$ cat src/rtl/fib_seq.sv
module fib_seq #(
  parameter int NW = 5,
  parameter int FW = 20
) (
  input  logic          clk,
  input  logic          reset,
  input  logic          start,
  input  logic [NW-1:0] n,
  output logic [FW-1:0] f,
  output logic          ready,
  output logic          done
);

  typedef enum logic [1:0] {S_IDLE, S_OP, S_DONE} phase_t;

  phase_t        phase;
  logic [FW-1:0] prev_v, cur_v;
  logic [NW-1:0] left;
  logic          last_step;

  assign last_step = (left <= NW'(1));

  always_ff @(posedge clk or posedge reset) begin
    if (reset) begin
      phase  <= S_IDLE;
      prev_v <= '0;
      cur_v  <= '0;
      left   <= '0;
    end else begin
      case (phase)
        S_IDLE: if (start) begin
          prev_v <= '0;
          cur_v  <= (n == '0) ? '0 : FW'(1);
          left   <= n;
          phase  <= (n == '0) ? S_DONE : S_OP;
        end
        S_OP: if (last_step) begin
          phase <= S_DONE;
        end else begin
          cur_v  <= cur_v + prev_v;
          prev_v <= cur_v;
          left   <= left - NW'(1);
        end
        default: phase <= S_IDLE;
      endcase
    end
  end

  assign ready = (phase == S_IDLE);
  assign done  = (phase == S_DONE);
  assign f     = done ? cur_v : '0;

  assert_busy_after_start_R2: assert property (@(posedge clk) disable iff (reset)
    (ready && start) |=> !ready);

  assert_zero_skip_R3: assert property (@(posedge clk) disable iff (reset)
    (ready && start && n == '0) |=> (done && f == '0));

  assert_op_exit_R4: assert property (@(posedge clk) disable iff (reset)
    (phase == S_OP && last_step) |=> done);

  assert_count_down_R4: assert property (@(posedge clk) disable iff (reset)
    (phase == S_OP && !last_step) |=> (left == $past(left) - NW'(1)));

  assert_done_pulse_R6: assert property (@(posedge clk) disable iff (reset)
    done |=> (!done && ready));

  assert_hold_busy_R7: assert property (@(posedge clk) disable iff (reset)
    (phase == S_OP) |=> !ready);

endmodule

$ cat config.mk
export PLATFORM = sky130hd
export DESIGN_NAME = fib_seq
export DESIGN_NICKNAME = d
export VERILOG_FILES = /design/src/rtl/fib_seq.sv
export SDC_FILE = /design/constraint.sdc
export NUM_CORES = 1
export LEC_CHECK = 0
export ABC_AREA = 1
export BUFFER_PORTS_ARGS = -buffer_cell sky130_fd_sc_hd__buf_2
export CAP_MARGIN = 15
export CORE_MARGIN = 4
export CORE_UTILIZATION = 30
export DETAILED_ROUTE_END_ITERATION = 16
export PLACE_DENSITY = 0.43
export SLEW_MARGIN = 15
export SYNTH_ARGS = -nofsm -noshare
export SYNTH_HDL_FRONTEND = slang
export SYNTH_SLANG_ARGS = --single-unit
$ cat constraint.sdc
create_clock -name clk -period 3.2 [get_ports clk]
set_clock_uncertainty 0.05 [all_clocks]
set_input_delay 0.48 -clock clk [delete_from_list [all_inputs] [get_ports clk]]
set_output_delay 0.48 -clock clk [all_outputs]
set_load 0.005 [all_outputs]
==> metrics.md <==
| Metric | Value |
|---|---|
| Worst-path fanout max | 19 |
| Pleak | between 1.5 and 2 nW |
| Worst ir drop on vdd | 0.0004449 V |
| Routed vias/inst | 4.540 |
| Final setup violating endpoints | 0 |
| Max cap viols | 0 |
| Xor/xnor share of the synthesized area | 2.139% |
| Antenna Nets Post-Route | 0 |
| Syn Nets | 500 |
| Syn Area/Cell | 6.969 µm² |
| Adder-cell share of the synthesized area | 8.633% |
| Mux share of post-synthesis cell area | 0% |
| Initial antenna violation count | 0 |
| H-tree lvl count | 2 |
| Yosys reg bits | 47 |
| Diodes inserted | 0 |
| Horiz. Die Dim | 112.5 µm |
| Fmax | 455.4 MHz |
| Layout cell share with drive strength beyond 1 | about 14% |
| Tmin final | 2.196 ns |
| CTS resizes | 0 |
| Routability cong. | about 0.8 |
| Status | completed |
| PortBufs | 29 |
| Fin. max-slew vios | 0 |
| TritonCTS buffer count | 5 |
| Clock slew at reported path FFs | 0.10 ns |
| Final period util | 68.62% |
| DP Worst Slack | approximately 1 ns |
| Clock Sinks | 47 |
| Critical path data required time | 3.39 ns |
| Final core occ | 34.72% |
| Io pins | 30 |
| Fraction of the yosys area taken by sequential cells | 35.91% |
| Rows | 37 |
| WS Path Type | reg2reg |
| Residual DRC count | 0 |
| Remaining global-route overflow | 0 |
| Gr usage total | 14.14% |
| WL per Instance | 13.33 µm |
| Unrepaired setup endpoints after global routing | no |
| Post-synthesis compound-gate area fraction | 11.15% |
| Hold Crit Class | in2async |
| Vias in the first global route | 2990 |
| DR pass1 iterations | 4 |
| Critical Path End Type | register |
| Mapped cell area | ~3300 µm² |
| Setup ws final | 1.004 ns |
| Initial Utilization | between 30% and 40% |
| Simple-gate portion of the synthesized area | 31.70% |
| Rel. slew slack | roughly 43% |
| Number of fill cells | 1203 |
| Clock buffer depth | 2 |
| CP arrival | roughly 2.4 ns |
| DIE HEIGHT | 112.5 µm |
| Post-synth EDFFs | 0 |
| Via count | around 2900 |
| HPWL after detailed placement | 6282 µm |
| Kind of start point of the critical path | register |
| Area added between synthesis and finish | 10.89% |
| Fin Setup TNS | 0 ns |
| Core ar. | 10460 µm² |
| Final Hold Fails | 0 |
| DRT iter0 DRCs | 136 |
| Die area | 12660 µm² |
| Hold-fix buffers, CTS | 0 |
| Post-Synthesis Cells | 470 |
| Pin count of the biggest net entering global routing | 48 |
| Worst slew pin tran | between 0.8 and 0.9 ns |
| Root buf cell | clkbuf_8 |
| Post-DP Area | about 3500 µm² |
| Final instance area | 3632 µm² |
| Layout Nets | 526 |
| Tot Pwr | 0.002762 W |
| Pwr dens | between 700 and 800 nW/µm² |
| Post-synthesis async set-or-reset flop share | 100.0% |
| Setup Fix Bufs, Post-CTS | 0 |
| Unique masters post-synth | 34 |
| Largest family of logic cells by synthesized area | simple AND/OR/NAND/NOR gates |
| Post-Route WL | about 8400 µm |
| CTS tree | done |
| Worst-Skew Late Latency | 0.31 ns |
| Synth warn | 0 |
| First-pass GRT wire length | 14830 µm |
| Most used flip-flop cell after synthesis | dfrtp_1 |
final cells by class:
| class | count | area (µm²) | area share [%] |
|---|---|---|---|
| Multi-Input combinational cell | 339 | 1757 | 48.36 |
| Sequential cell | 47 | 1176 | 32.38 |
| Inverter | 73 | 277.8 | 7.647 |
| Tap cell | 136 | 170.2 | 4.685 |
| Timing Repair Buffer | 30 | 152.6 | 4.203 |
| Clock buffer | 6 | 82.58 | 2.274 |
| Clock inverter | 2 | 16.27 | 0.4478 |
through the flow:
step	instances	hold slack, ns
2_1_floorplan	470	0.4094
3_3_place_gp	625	0.4264
3_5_place_dp	625	0.4359
4_1_cts	633	0.3976
5_1_grt	633	0.3453
6_report	633	0.2540
synthesized netlist by cell type (all sizes together) (4+ instances only):
| master | count | area share, % |
|---|---|---|
| ha | 21 | 8.0 |
| dfrtp | 47 | 36 |
| a21oi | 13 | 2.2 |
| nand2 | 156 | 18 |
| xnor2 | 7 | 1.9 |
| o21ai | 37 | 5.7 |
| o22ai | 8 | 1.5 |
| buf | 8 | 1.7 |
| inv | 73 | 8.4 |
| nand3 | 24 | 4.0 |
| nor2 | 54 | 6.7 |
| nand3b | 4 | 1.3 |
logic make-up after synthesis:
group | after synthesis
xor gates and xnor gates | 8
buffers and inverters | 84
DFF | 47
AOI/OAI and AO/OA | 64
adders and majority gates | 22
and+or+nand+nor | 245
flip-flops by register name, summed over array words and instances (netlist names):
signal,cells
cur_v,20
phase,2
prev_v,20
left,5
final timing paths:
path,startpoint,end,slack [ns],cells after the start
min in group clk,start,phase[1],0.41,2
max in group asynchronous,reset,cur_v[8],2.33,2
worst max register to register,phase[0],cur_v[13],1.00,7
worst min register to register,prev_v[9],prev_v[9],0.45,2
worst min-delay path,reset,left[4],0.25,2
worst max-delay path,phase[0],cur_v[13],1.00,7
where the power goes:
group	internal (W)	switching, W	total [W]	leakage [nW]
Sequential	0.000805	0.000142	0.000947	0.630
Combinational	0.000469	0.000947	0.00142	1.30
Clock	0.000177	0.000222	0.000399	0.0474
Total	0.00145	0.00131	0.00276	1.98
layer usage:
layer / wire length, µm / share of wire [%] / global-route usage [%]
met1: 4338 / 51 / 19.46
met2: 3778 / 45 / 23.44
met3: 217 / 2.6 / 2.210
met4: 106 / 1.3 / 3.125
met5: 0 / 0 / 0
layout by cell type, fill, tap and decap left out, types with 11 or more instances in the layout:
master	synthesis	routed
inv_1	64	63
buf_2	5	29
nor2_1	47	47
nand2_1	150	150
o21ai_0	25	25
o21ai_1	12	12
ha_1	21	21
a21oi_1	11	11
nand3_1	22	22
dfrtp_1	47	47
worst max-delay path, stage by stage (launching register included):
cell and delay [ns]:
dfrtp_1 0.40, inv_1 0.06, nor2_2 0.33, nand2_2 0.33, buf_4 0.32, inv_1 0.39
nand2_1 0.13, o21bai_2 0.11
Note: power is estimated with default switching activity, not from simulation.
